==> src/rtl/dma_chain_pkg.sv <==
package dma_chain_pkg;
   // register offsets on the configuration port
   localparam logic [2:0] REG_BASE = 3'd0;
   localparam logic [2:0] REG_MODE = 3'd1;
   localparam logic [2:0] REG_KICK = 3'd2;
   localparam logic [2:0] REG_CTRL = 3'd3;
   localparam logic [2:0] REG_STAT = 3'd4;

   // descriptor flag word bit positions
   localparam int FLG_OWN   = 31;
   localparam int FLG_CHAIN = 4;
   localparam int FLG_LAST  = 2;
   localparam int FLG_NOIRQ = 1;

   // mode register
   localparam int MD_SWRST = 0;
   localparam int MD_FIXB  = 1;
   localparam int MD_EN    = 7;

   // control register
   localparam int CT_DMARST = 0;
   localparam int CT_TOMEM  = 1;

   // status register (write 1 to clear)
   localparam int ST_UNAV = 0;
   localparam int ST_BERR = 1;

   typedef enum logic [3:0] {
      S_IDLE,
      S_FETCH,
      S_CHECK,
      S_XRD,
      S_XPUSH,
      S_XPOP,
      S_XWR,
      S_WBACK,
      S_NEXT
   } seq_state_t;
endpackage

==> src/rtl/dma_chain_regs.sv <==
module dma_chain_regs
   import dma_chain_pkg::*;
#(
   parameter int RST_CYCLES = 4
) (
   input  logic        clk,
   input  logic        rst_n,
   input  logic        cfg_we,
   input  logic [2:0]  cfg_addr,
   input  logic [31:0] cfg_wdata,
   input  logic        set_unav,
   input  logic        set_berr,
   output logic [31:0] base_addr,
   output logic        eng_en,
   output logic        fixed_burst,
   output logic        to_mem,
   output logic        kick,
   output logic        ptr_load,
   output logic [31:0] ptr_load_val,
   output logic        hold,
   output logic        unav,
   output logic        berr,
   output logic        drst_busy,
   output logic        srst_busy
);
   localparam int CW = $clog2(RST_CYCLES + 1);
   localparam logic [CW-1:0] RST_LOAD = CW'(RST_CYCLES);

   generate
      if (RST_CYCLES < 1) begin : g_bad_rst
         $error("RST_CYCLES must be at least 1");
      end
   endgenerate

   logic [CW-1:0] drst_cnt, srst_cnt;
   logic          wr_ok, srst_req, drst_req;
   logic          unused_bits;

   assign drst_busy = (drst_cnt != '0);
   assign srst_busy = (srst_cnt != '0);
   assign wr_ok     = cfg_we && !drst_busy && !srst_busy;
   assign srst_req  = wr_ok && (cfg_addr == REG_MODE) && cfg_wdata[MD_SWRST];
   assign drst_req  = wr_ok && (cfg_addr == REG_CTRL) && cfg_wdata[CT_DMARST];

   // the write that starts a reset already holds the sequencer
   assign hold         = drst_busy || srst_busy || srst_req || drst_req;
   assign kick         = wr_ok && (cfg_addr == REG_KICK);
   assign ptr_load     = wr_ok && (cfg_addr == REG_BASE);
   assign ptr_load_val = {cfg_wdata[31:4], 4'b0000};
   assign unused_bits  = ^cfg_wdata[6:2];

   always_ff @(posedge clk or negedge rst_n) begin
      if (!rst_n) begin
         drst_cnt    <= '0;
         srst_cnt    <= '0;
         base_addr   <= '0;
         eng_en      <= 1'b0;
         fixed_burst <= 1'b0;
         to_mem      <= 1'b0;
         unav        <= 1'b0;
         berr        <= 1'b0;
      end else begin
         if (drst_busy) drst_cnt <= drst_cnt - 1'b1;
         if (srst_busy) srst_cnt <= srst_cnt - 1'b1;
         if (wr_ok) begin
            case (cfg_addr)
               REG_BASE: base_addr <= ptr_load_val;
               REG_MODE: begin
                  if (cfg_wdata[MD_SWRST]) begin
                     srst_cnt    <= RST_LOAD;
                     base_addr   <= '0;
                     eng_en      <= 1'b0;
                     fixed_burst <= 1'b0;
                     to_mem      <= 1'b0;
                     unav        <= 1'b0;
                     berr        <= 1'b0;
                  end else begin
                     eng_en      <= cfg_wdata[MD_EN];
                     fixed_burst <= cfg_wdata[MD_FIXB];
                  end
               end
               REG_CTRL: begin
                  to_mem <= cfg_wdata[CT_TOMEM];
                  if (cfg_wdata[CT_DMARST]) begin
                     drst_cnt <= RST_LOAD;
                     unav     <= 1'b0;
                     berr     <= 1'b0;
                  end
               end
               REG_STAT: begin
                  if (cfg_wdata[ST_UNAV]) unav <= 1'b0;
                  if (cfg_wdata[ST_BERR]) berr <= 1'b0;
               end
               default: ;
            endcase
         end
         // a status event in the same cycle as a clear wins
         if (set_unav) unav <= 1'b1;
         if (set_berr) berr <= 1'b1;
      end
   end

   a_r11_reset_counter_bounded: assert property (@(posedge clk) disable iff (!rst_n)
      (drst_cnt <= RST_LOAD) && (srst_cnt <= RST_LOAD));
endmodule

==> src/rtl/dma_chain_len.sv <==
module dma_chain_len #(
   parameter bit ROUND_UP = 1'b1
) (
   input  logic [31:0] byte_len,
   input  logic [31:0] buf_addr,
   output logic [30:0] word_cnt,
   output logic        span_ok
);
   logic [32:0] span_end;

   generate
      if (ROUND_UP) begin : g_round_up
         logic [32:0] padded;
         logic [32:0] shifted;
         logic        unused_top;
         assign padded     = {1'b0, byte_len} + 33'd3;
         assign shifted    = padded >> 2;
         assign word_cnt   = shifted[30:0];
         assign unused_top = ^{shifted[32:31], byte_len[1:0]};
      end else begin : g_truncate
         logic unused_low;
         assign word_cnt   = {1'b0, byte_len[31:2]};
         assign unused_low = ^byte_len[1:0];
      end
   endgenerate

   // the whole buffer must end inside the 32-bit space
   assign span_end = {1'b0, buf_addr} + {1'b0, byte_len};
   assign span_ok  = (span_end <= 33'h1_0000_0000);
endmodule

==> src/rtl/dma_chain_seq.sv <==
module dma_chain_seq
   import dma_chain_pkg::*;
(
   input  logic        clk,
   input  logic        rst_n,
   input  logic        hold,
   input  logic        kick,
   input  logic        eng_en,
   input  logic        to_mem,
   input  logic [31:0] base_addr,
   input  logic        ptr_load,
   input  logic [31:0] ptr_load_val,
   input  logic [30:0] word_cnt,
   input  logic        span_ok,
   output logic [31:0] d_len,
   output logic [31:0] d_buf,
   output logic        mem_req,
   output logic        mem_we,
   output logic [31:0] mem_addr,
   output logic [31:0] mem_wdata,
   input  logic        mem_ack,
   input  logic        mem_err,
   input  logic [31:0] mem_rdata,
   output logic        tx_valid,
   input  logic        tx_ready,
   output logic [31:0] tx_data,
   input  logic        rx_valid,
   output logic        rx_ready,
   input  logic [31:0] rx_data,
   output logic        set_unav,
   output logic        set_berr,
   output logic        busy,
   output logic        xfer_done
);
   seq_state_t  st;
   logic [31:0] cur_ptr, d_flags, waddr, hold_q;
   logic [27:0] d_nxt;
   logic [1:0]  widx;
   logic [30:0] wleft;
   logic        done_q;

   assign busy      = (st != S_IDLE);
   assign xfer_done = done_q;
   assign tx_data   = hold_q;

   always_comb begin
      mem_req   = 1'b0;
      mem_we    = 1'b0;
      mem_addr  = '0;
      mem_wdata = '0;
      tx_valid  = 1'b0;
      rx_ready  = 1'b0;
      set_unav  = 1'b0;
      set_berr  = 1'b0;
      case (st)
         S_FETCH: begin
            mem_req  = 1'b1;
            mem_addr = {cur_ptr[31:4], widx, 2'b00};
            if (mem_ack && !hold) begin
               if (mem_err) set_berr = 1'b1;
               else if (widx == 2'd0 && !mem_rdata[FLG_OWN]) set_unav = 1'b1;
            end
         end
         S_CHECK: if (!hold && !span_ok) set_berr = 1'b1;
         S_XRD: begin
            mem_req  = 1'b1;
            mem_addr = waddr;
            if (mem_ack && mem_err && !hold) set_berr = 1'b1;
         end
         S_XPUSH: tx_valid = 1'b1;
         S_XPOP:  rx_ready = 1'b1;
         S_XWR: begin
            mem_req   = 1'b1;
            mem_we    = 1'b1;
            mem_addr  = waddr;
            mem_wdata = hold_q;
            if (mem_ack && mem_err && !hold) set_berr = 1'b1;
         end
         S_WBACK: begin
            mem_req   = 1'b1;
            mem_we    = 1'b1;
            mem_addr  = cur_ptr;
            mem_wdata = {1'b0, d_flags[30:0]};
            if (mem_ack && mem_err && !hold) set_berr = 1'b1;
         end
         default: ;
      endcase
   end

   always_ff @(posedge clk or negedge rst_n) begin
      if (!rst_n) begin
         st      <= S_IDLE;
         cur_ptr <= '0;
         d_flags <= '0;
         d_len   <= '0;
         d_buf   <= '0;
         d_nxt   <= '0;
         widx    <= '0;
         wleft   <= '0;
         waddr   <= '0;
         hold_q  <= '0;
         done_q  <= 1'b0;
      end else if (hold) begin
         st      <= S_IDLE;
         cur_ptr <= base_addr;
         done_q  <= 1'b0;
      end else begin
         done_q <= 1'b0;
         case (st)
            S_IDLE: begin
               if (ptr_load) cur_ptr <= ptr_load_val;
               if (kick && eng_en) begin
                  st   <= S_FETCH;
                  widx <= 2'd0;
               end
            end
            S_FETCH: if (mem_ack) begin
               if (mem_err) begin
                  st      <= S_IDLE;
                  cur_ptr <= base_addr;
               end else begin
                  case (widx)
                     2'd0: d_flags <= mem_rdata;
                     2'd1: d_len   <= mem_rdata;
                     2'd2: d_buf   <= mem_rdata;
                     default: d_nxt <= mem_rdata[31:4];
                  endcase
                  widx <= widx + 2'd1;
                  if (widx == 2'd0 && !mem_rdata[FLG_OWN]) st <= S_IDLE;
                  else if (widx == 2'd3) st <= S_CHECK;
               end
            end
            S_CHECK: begin
               if (!span_ok) begin
                  st      <= S_IDLE;
                  cur_ptr <= base_addr;
               end else if (word_cnt == '0) begin
                  st <= S_WBACK;
               end else begin
                  wleft <= word_cnt;
                  waddr <= d_buf;
                  st    <= to_mem ? S_XPOP : S_XRD;
               end
            end
            S_XRD: if (mem_ack) begin
               if (mem_err) begin
                  st      <= S_IDLE;
                  cur_ptr <= base_addr;
               end else begin
                  hold_q <= mem_rdata;
                  st     <= S_XPUSH;
               end
            end
            S_XPUSH: if (tx_ready) begin
               wleft <= wleft - 1'b1;
               waddr <= waddr + 32'd4;
               st    <= (wleft == 31'd1) ? S_WBACK : S_XRD;
            end
            S_XPOP: if (rx_valid) begin
               hold_q <= rx_data;
               st     <= S_XWR;
            end
            S_XWR: if (mem_ack) begin
               if (mem_err) begin
                  st      <= S_IDLE;
                  cur_ptr <= base_addr;
               end else begin
                  wleft <= wleft - 1'b1;
                  waddr <= waddr + 32'd4;
                  st    <= (wleft == 31'd1) ? S_WBACK : S_XPOP;
               end
            end
            S_WBACK: if (mem_ack) begin
               if (mem_err) begin
                  st      <= S_IDLE;
                  cur_ptr <= base_addr;
               end else begin
                  st <= S_NEXT;
               end
            end
            S_NEXT: begin
               if (d_flags[FLG_LAST]) begin
                  done_q  <= !d_flags[FLG_NOIRQ];
                  cur_ptr <= base_addr;
                  st      <= S_IDLE;
               end else begin
                  cur_ptr <= d_flags[FLG_CHAIN] ? {d_nxt, 4'b0000} : cur_ptr + 32'd16;
                  widx    <= 2'd0;
                  st      <= S_FETCH;
               end
            end
            default: st <= S_IDLE;
         endcase
      end
   end

   // a pending memory request keeps its address and kind until acknowledged
   a_r2_mem_req_held: assert property (@(posedge clk) disable iff (!rst_n)
      (mem_req && !mem_ack && !hold) |=> (mem_req && $stable(mem_addr) && $stable(mem_we)
                                          && $stable(mem_wdata)));

   // an offered device word stays until it is taken
   a_r2_tx_word_held: assert property (@(posedge clk) disable iff (!rst_n)
      (tx_valid && !tx_ready && !hold) |=> (tx_valid && $stable(tx_data)));

   // memory, tx and rx sides are never worked in the same cycle
   a_r7_single_side: assert property (@(posedge clk) disable iff (!rst_n)
      $onehot0({mem_req, tx_valid, rx_ready}));

   // the completion pulse lasts one cycle
   a_r5_done_one_cycle: assert property (@(posedge clk) disable iff (!rst_n)
      xfer_done |=> !xfer_done);
endmodule

==> src/rtl/desc_chain_dma.sv <==
module desc_chain_dma
   import dma_chain_pkg::*;
#(
   parameter int RST_CYCLES = 4,
   parameter bit ROUND_UP   = 1'b1
) (
   input  logic        clk,
   input  logic        rst_n,
   input  logic        cfg_we,
   input  logic [2:0]  cfg_addr,
   input  logic [31:0] cfg_wdata,
   output logic        mem_req,
   output logic        mem_we,
   output logic [31:0] mem_addr,
   output logic [31:0] mem_wdata,
   output logic        mem_fixed_burst,
   input  logic        mem_ack,
   input  logic        mem_err,
   input  logic [31:0] mem_rdata,
   output logic        tx_valid,
   input  logic        tx_ready,
   output logic [31:0] tx_data,
   input  logic        rx_valid,
   output logic        rx_ready,
   input  logic [31:0] rx_data,
   output logic        busy,
   output logic        xfer_done,
   output logic        stat_unavail,
   output logic        stat_buserr,
   output logic        dma_rst_active,
   output logic        soft_rst_active
);
   logic [31:0] base_addr, ptr_load_val, d_len, d_buf;
   logic        eng_en, to_mem, kick, ptr_load, hold;
   logic        set_unav, set_berr, span_ok;
   logic [30:0] word_cnt;

   dma_chain_regs #(.RST_CYCLES(RST_CYCLES)) u_regs (
      .clk          (clk),
      .rst_n        (rst_n),
      .cfg_we       (cfg_we),
      .cfg_addr     (cfg_addr),
      .cfg_wdata    (cfg_wdata),
      .set_unav     (set_unav),
      .set_berr     (set_berr),
      .base_addr    (base_addr),
      .eng_en       (eng_en),
      .fixed_burst  (mem_fixed_burst),
      .to_mem       (to_mem),
      .kick         (kick),
      .ptr_load     (ptr_load),
      .ptr_load_val (ptr_load_val),
      .hold         (hold),
      .unav         (stat_unavail),
      .berr         (stat_buserr),
      .drst_busy    (dma_rst_active),
      .srst_busy    (soft_rst_active)
   );

   dma_chain_len #(.ROUND_UP(ROUND_UP)) u_len (
      .byte_len (d_len),
      .buf_addr (d_buf),
      .word_cnt (word_cnt),
      .span_ok  (span_ok)
   );

   dma_chain_seq u_seq (
      .clk          (clk),
      .rst_n        (rst_n),
      .hold         (hold),
      .kick         (kick),
      .eng_en       (eng_en),
      .to_mem       (to_mem),
      .base_addr    (base_addr),
      .ptr_load     (ptr_load),
      .ptr_load_val (ptr_load_val),
      .word_cnt     (word_cnt),
      .span_ok      (span_ok),
      .d_len        (d_len),
      .d_buf        (d_buf),
      .mem_req      (mem_req),
      .mem_we       (mem_we),
      .mem_addr     (mem_addr),
      .mem_wdata    (mem_wdata),
      .mem_ack      (mem_ack),
      .mem_err      (mem_err),
      .mem_rdata    (mem_rdata),
      .tx_valid     (tx_valid),
      .tx_ready     (tx_ready),
      .tx_data      (tx_data),
      .rx_valid     (rx_valid),
      .rx_ready     (rx_ready),
      .rx_data      (rx_data),
      .set_unav     (set_unav),
      .set_berr     (set_berr),
      .busy         (busy),
      .xfer_done    (xfer_done)
   );

   // the sequencer is idle for the whole of either reset
   a_r11_reset_keeps_idle: assert property (@(posedge clk) disable iff (!rst_n)
      (dma_rst_active || soft_rst_active) |-> !busy);

   // the engine has stopped when an unowned descriptor is reported
   a_r6_unavail_stops: assert property (@(posedge clk) disable iff (!rst_n)
      $rose(stat_unavail) |-> !busy);
endmodule

==> config.mk <==
export PLATFORM = sky130hd
export DESIGN_NAME = desc_chain_dma
export DESIGN_NICKNAME = d
export VERILOG_FILES = /design/src/rtl/dma_chain_pkg.sv /design/src/rtl/dma_chain_regs.sv /design/src/rtl/dma_chain_len.sv /design/src/rtl/dma_chain_seq.sv /design/src/rtl/desc_chain_dma.sv
export SDC_FILE = /design/constraint.sdc
export NUM_CORES = 1
export LEC_CHECK = 0
export BUFFER_PORTS_ARGS = -buffer_cell sky130_fd_sc_hd__buf_2
export CORE_ASPECT_RATIO = 1.4
export CORE_MARGIN = 1.5
export CORE_UTILIZATION = 40
export DETAILED_ROUTE_END_ITERATION = 8
export SLEW_MARGIN = 15
export SYNTH_ARGS = -nofsm -noshare
export SYNTH_HDL_FRONTEND = slang
export SYNTH_SLANG_ARGS = --single-unit
==> constraint.sdc <==
create_clock -name clk -period 5.39 [get_ports clk]
set_input_delay 0 -clock clk [delete_from_list [all_inputs] [get_ports clk]]
set_output_delay 0 -clock clk [all_outputs]
set_load 0.01 [all_outputs]
Word-level counts from Yosys, hierarchy flattened. Cells that the tools add are included.

Flip-flop bits (word level): 300. Bits of input ports: 106. Output and inout bits: 107. Word-level logic and storage cells: 225.

Add/subtract/negate cells: 8. Order comparisons: 1. Eq/ne operators: 43. Muxes and demuxes: 89. Bitwise gates (word level): 3. Reduce and logical (&&, ||, !) cells: 62.

Operator list (number): $mux W32 (16); $pmux W32 S2 (3); $pmux W32 S3 (2); $mux W31 (5); $pmux W32 S4 (1); $pmux W31 S3 (1); $mux W4 (15); $pmux W4 S9 (1); $add A32 B2 Y33 const B (1); $add A32 B32 Y33 (1); $le A33 B33 Y1 const B (1); $mux W3 (11); $add A32 B3 Y32 const B (1); $add A32 B5 Y32 const B (1); $eq A31 B1 Y1 const B (1); $logic_not A31 Y1 (1); $sub A31 B1 Y31 const B (1); $reduce_and A5 Y1 (6); $mux W1 (25); $ne A3 B2 Y1 const B (8); $ne A2 B2 Y1 const B (11); $eq A4 B3 Y1 const B (4); $reduce_bool A3 Y1 (5); $logic_and A1 B1 Y1 (14); other kinds (36) (70).

Depth between registers and ports, before layout.
Word-level depth: 14. Mapped depth: 16.

Hierarchy. From an unflattened synthesis, not the netlist that was laid out.

Cell total of the unflattened synthesis: 1951. Area, all modules: 18383.9 um^2.

Modules (own cells, without submodules): dma_chain_seq (times used 1, cells each 1444, area an instance 14083.5 um^2, seq. area each 6431.2 um^2); dma_chain_len (times used 1, cells each 342, area an instance 2331.0 um^2, seq. area each 0.0 um^2); dma_chain_regs (times used 1, cells each 165, area an instance 1969.4 um^2, seq. area each 975.9 um^2).

Least setup slack after synthesis. No wires, ideal clock.

Path type: reg2reg. Start: reg u_seq.d_len[0]. End: reg u_seq.waddr[0]. Setup time: 0.127 ns. Data arrival time: 3.872 ns. Required time: 5.263 ns. Setup slack: 1.390 ns. Cell stages (with the launch flop): 15. Path buffers: 1. Period minus slack after synthesis: 4.000 ns. Cell sequence: dfrtp_1 ha_1 fa_1 a211oi_1 o21ai_2 nand3_1 a21boi_1 or4_1 a2111oi_0 nand4_1 or4_4 o31ai_2 buf_6 and3_1 mux2_1.

Word-level cells in the longest chain between the ends: 4. Elaborated cells between the ends (all ways): 7.

Ends and longest elaborated chain: from (decl) (line dma_chain_seq.sv:15) `output logic [31:0] d_len,`; from (signal assigned) (line dma_chain_seq.sv:124) `2'd1: d_len <= mem_rdata;`; $add A32 B32 Y33 or $add A32 B2 Y33 (tied branches) (line dma_chain_len.sv:28, dma_chain_len.sv:16); $le A33 B33 Y1 or $logic_not A31 Y1 (tied branches) (line dma_chain_len.sv:29, dma_chain_seq.sv:137); $ne A2 B1 Y1 (no source line) or $ne A2 B2 Y1 (tied branches); $reduce_and A7 Y1 (no source line) (*); to (signal assigned) (line dma_chain_seq.sv:141) `waddr <= d_buf;`; to (signal assigned) (line dma_chain_seq.sv:156) `waddr <= waddr + 32'd4;`; to (signal assigned) (line dma_chain_seq.sv:169) `waddr <= waddr + 32'd4;`; to (decl) (line dma_chain_seq.sv:36) `logic [31:0] cur_ptr, d_flags, waddr, hold_q;`.

Mark *: on every way between the ends. The rest lies on a longest branch, timed or not. A chain may end at the register's enable or synchronous reset.

Worst setup path in the final report.
Start: reg u_seq.d_len[0]. End: reg u_regs.berr.

Word-level cells in the longest chain between the ends: 8. Elaborated cells between the ends (all ways): 12.

Ends and longest elaborated chain: $add A32 B32 Y33 (*) (line dma_chain_len.sv:28) `assign span_end = {1'b0, buf_addr} + {1'b0, byte_len};`; $le A33 B33 Y1 (*) (line dma_chain_len.sv:29) `assign span_ok = (span_end <= 33'h1_0000_0000);`; $logic_not A1 Y1 (*) (line dma_chain_seq.sv:64) `S_CHECK: if (!hold && !span_ok) set_berr = 1'b1;`; $logic_and A1 B1 Y1 (*) (line dma_chain_seq.sv:64); $mux W1 (*) (line dma_chain_seq.sv:64); $pmux W1 S3 (*) (line dma_chain_seq.sv:55) `case (st)`; $ne A3 B3 Y1 (no source line) (tied with other cells); $reduce_and A4 Y1 (no source line); to (signal assigned) (line dma_chain_regs.sv:87) `berr <= 1'b0;`; to (signal assigned) (line dma_chain_regs.sv:92) `if (cfg_wdata[ST_BERR]) berr <= 1'b0;`; to (signal assigned) (line dma_chain_regs.sv:99) `if (set_berr) berr <= 1'b1;`; to (decl) (line dma_chain_regs.sv:22) `output logic berr,`.

Marks and branches as above.

==> reports/results.ini <==
[layout]
finalNetCount=2398
instances_no_fill=2827
drive_above_1_share_pct=20.6
syn_to_final_growth_pct=21.9

[clock_tree]
cts_max_level=1
cts_tree=built
clock-root-buffer=clkbuf_16
clkTransAtPathRegs_ns=0.06
numCtsBuffers=31
cts.sinks=292
clockBufferDepth=3
clk_latency_ns=0.58

[logic_synthesis]
netlist_top_cells_count=dfrtp_1, nand2_1, mux2_2, a21oi_1, o21ai_0
synth_area_per_cell_sq_um=9.13
yosysWarnings=0
syn-num-nets=2120
synth_edf_count=0
synthArstFlopShare_pct=100
yosysTopAreaCell=dfrtp_1
syn-cell-area_sq_mm=0.0180
synthFlopType=dfrtp_1
synth-seq-cells=292
yosysMostFrequentCell=dfrtp_1
ys_seq_area_share_pct=40.6
synth_top_area_share_pct=40.6
synthTopCellsByArea=dfrtp_1, mux2_2, nand2_1, a21oi_1, o21ai_0
synthCells=1969
ys_types=75

[worst_setup_path]
cp.arrival_ns=5.16
rr_worst_depth=13
reg2reg_slack_ns=0.69
crit_path_max_fanout=7
reg2reg_from=u_seq.d_len[0]$_DFFE_PN0P_
start_kind=flop
critPathKind=reg2reg
cp-end-kind=flop
cp_data_required_time_ns=5.85
timing.rr.end=u_regs.berr$_DFFE_PN0P_

[global_routing]
grt-ovfl-total=0
track_usage_pct=28.0
grt_max_degree=117
grt_pass1_vias=16916
grt_pass1_wl_microns=99200
antenna_found_initial=3

[run_status]
status=finished, final reports clean

[pwr]
leakage_uw=0.0101
power_density_mw_per_mm2=255
irDropWorstVdd_v=0.000363
p_total_uw=5590

[job]
cap_viol_max_count=0

[timing]
grt_setup_unrepaired=no
finClkSkew_ns=0.0151
max_slew_margin_pct=22.3
finalCritPeriodShare_pct=87.2
worst_pin_slew_ns=1.16
slew_viol_final=0
finalSetupViolCount=0
setup_tns_ns=0
max_freq_mhz=213
fin_crit_ns=4.70
fin_ws_ns=0.689
hold_viol=0

[placement]
gp_congestion=0.900
place_ws_ns=0.742
hpwl_microns=46300
port_buffers=210
placed_cells=2634

[route]
antenna_left=0
vias_per_cell=6.02
totalWireLength_microns=65400
via_count=17014
firstDrtPassIters=7
drt_iter0_drc=1212
remaining_drc_errors=0
wire_per_inst_microns=23.1

[floorplan]
fp-row-count=91
die-height_microns=254
pin_count=213
start_util_pct=40.7
die-area_sq_mm=0.0462
dieWidth_microns=182
core_region_area_sq_mm=0.0442

[min_path]
hold_class=in2async

flip-flops by register name, summed over array words and instances (netlist names), 2 cells and up:
name / flops
u_seq.d_buf: 32
u_seq.d_len: 32
u_seq.tx_data: 32
u_seq.waddr: 32
u_seq.d_flags: 31
u_seq.wleft: 31
u_regs.base_addr: 28
u_seq.cur_ptr: 28
u_seq.d_nxt: 28
u_seq.st: 4
u_regs.drst_cnt: 3
u_regs.srst_cnt: 3
u_seq.widx: 2
worst max path at each step:
stage | slack [ns] | start | cells past startpoint | end
floorplan | 1.39 | u_seq.d_len[0]$_DFFE_PN0P_ | 14 | u_seq.waddr[0]$_DFFE_PN0P_
global placement | 0.81 | u_seq.d_len[0]$_DFFE_PN0P_ | 14 | u_seq.waddr[0]$_DFFE_PN0P_
detailed placement | 0.74 | u_seq.d_len[0]$_DFFE_PN0P_ | 14 | u_seq.waddr[1]$_DFFE_PN0P_
CTS | 0.73 | u_seq.d_len[0]$_DFFE_PN0P_ | 14 | u_seq.waddr[1]$_DFFE_PN0P_
global route | 0.43 | u_seq.d_len[0]$_DFFE_PN0P_ | 14 | u_seq.waddr[1]$_DFFE_PN0P_
finish | 0.69 | u_seq.d_len[0]$_DFFE_PN0P_ | 13 | u_regs.berr$_DFFE_PN0P_
cell type report:
type                            count  area (sq um)
Multi-Input combinational cell   1518         10000
Tap cell                          558           698
Fill cell                        4175         22300
Clock buffer                       46           922
Sequential cell                   292          7310
Antenna cell                        1          2.50
Clock inverter                      8           148
Inverter                           22          82.6
Timing Repair Buffer              382          2710
through the flow:
| stage | area [sq um] | hold WS [ns] | utilization (%) |
|---|---|---|---|
| 3_5_place_dp | 19400 | 0.114 | 44.0 |
| 3_3_place_gp | 19400 | 0.104 | 44.0 |
| 4_1_cts | 21900 | 0.00236 | 49.6 |
| 5_1_grt | 21900 | 0.0646 | 49.6 |
| 2_1_floorplan | 18000 | -0.296 | - |
| 6_report | 21900 | 0.0415 | 49.6 |
power breakdown:
group          internal, uW  switching, uW
Sequential             2380            185
Clock                  1360            913
Combinational           358            389
Total                  4100           1490
routing by layer:
layer / global-route usage (%) / wire [microns] / up-vias / part of all wire (%)
li1: - / - / 7789 / -
met1: 34.0 / 25900 / 8465 / 40
met2: 48.1 / 32200 / 597 / 49
met3: 2.72 / 3060 / 163 / 4.7
met4: 16.8 / 4210 / 0 / 6.4
met5: 0 / 0 / - / 0
layout by cell type, fill, tap and decap left out, types with 14 or more instances in the layout:
master,count
dfrtp_1,292
nand2_1,259
buf_2,209
mux2_2,145
dlygate4sd3_1,138
a21oi_1,132
o21ai_0,126
nand3_1,108
nor2_1,104
a22o_1,69
ha_1,44
nor3_1,40
mux2i_1,36
xor2_1,35
a22oi_1,34
xnor2_1,33
buf_4,33
nand4_1,31
a31oi_1,31
clkbuf_16,31
o2bb2ai_1,23
inv_1,22
and3_1,20
and2_1,18
nor4_1,17
or3_1,17
nand2b_1,14
worst max-delay path: stages, from the launching register on:
cell           delay [ns]
dfrtp_1              0.44
ha_1                 0.25
fa_1                 0.45
a211oi_1             0.32
o21ai_2              0.16
a211o_1              0.28
a32oi_1              0.30
o2111ai_1            0.16
nor4_1               0.24
o311ai_1             0.22
or4_4                0.60
o21ai_0              0.39
o311ai_0             0.18
dlygate4sd3_1        0.59
logic make-up after synthesis:
family	share of synthesized area [%]
DFF	40.6
muxes	11.5
adders and majority gates	3.17
and+or+nand+nor	17.9
AOI/OAI and AO/OA	19.6
buffers and inverters	3.85
xor gates and xnor gates	3.31
what timing repair did:
action	4_1_cts	5_1_grt
hold endpoints to repair	330	0
hold buffers	138	0
gates resized for setup	0	0
setup buffers	0	0
Note: power is estimated with default switching activity, not from simulation.
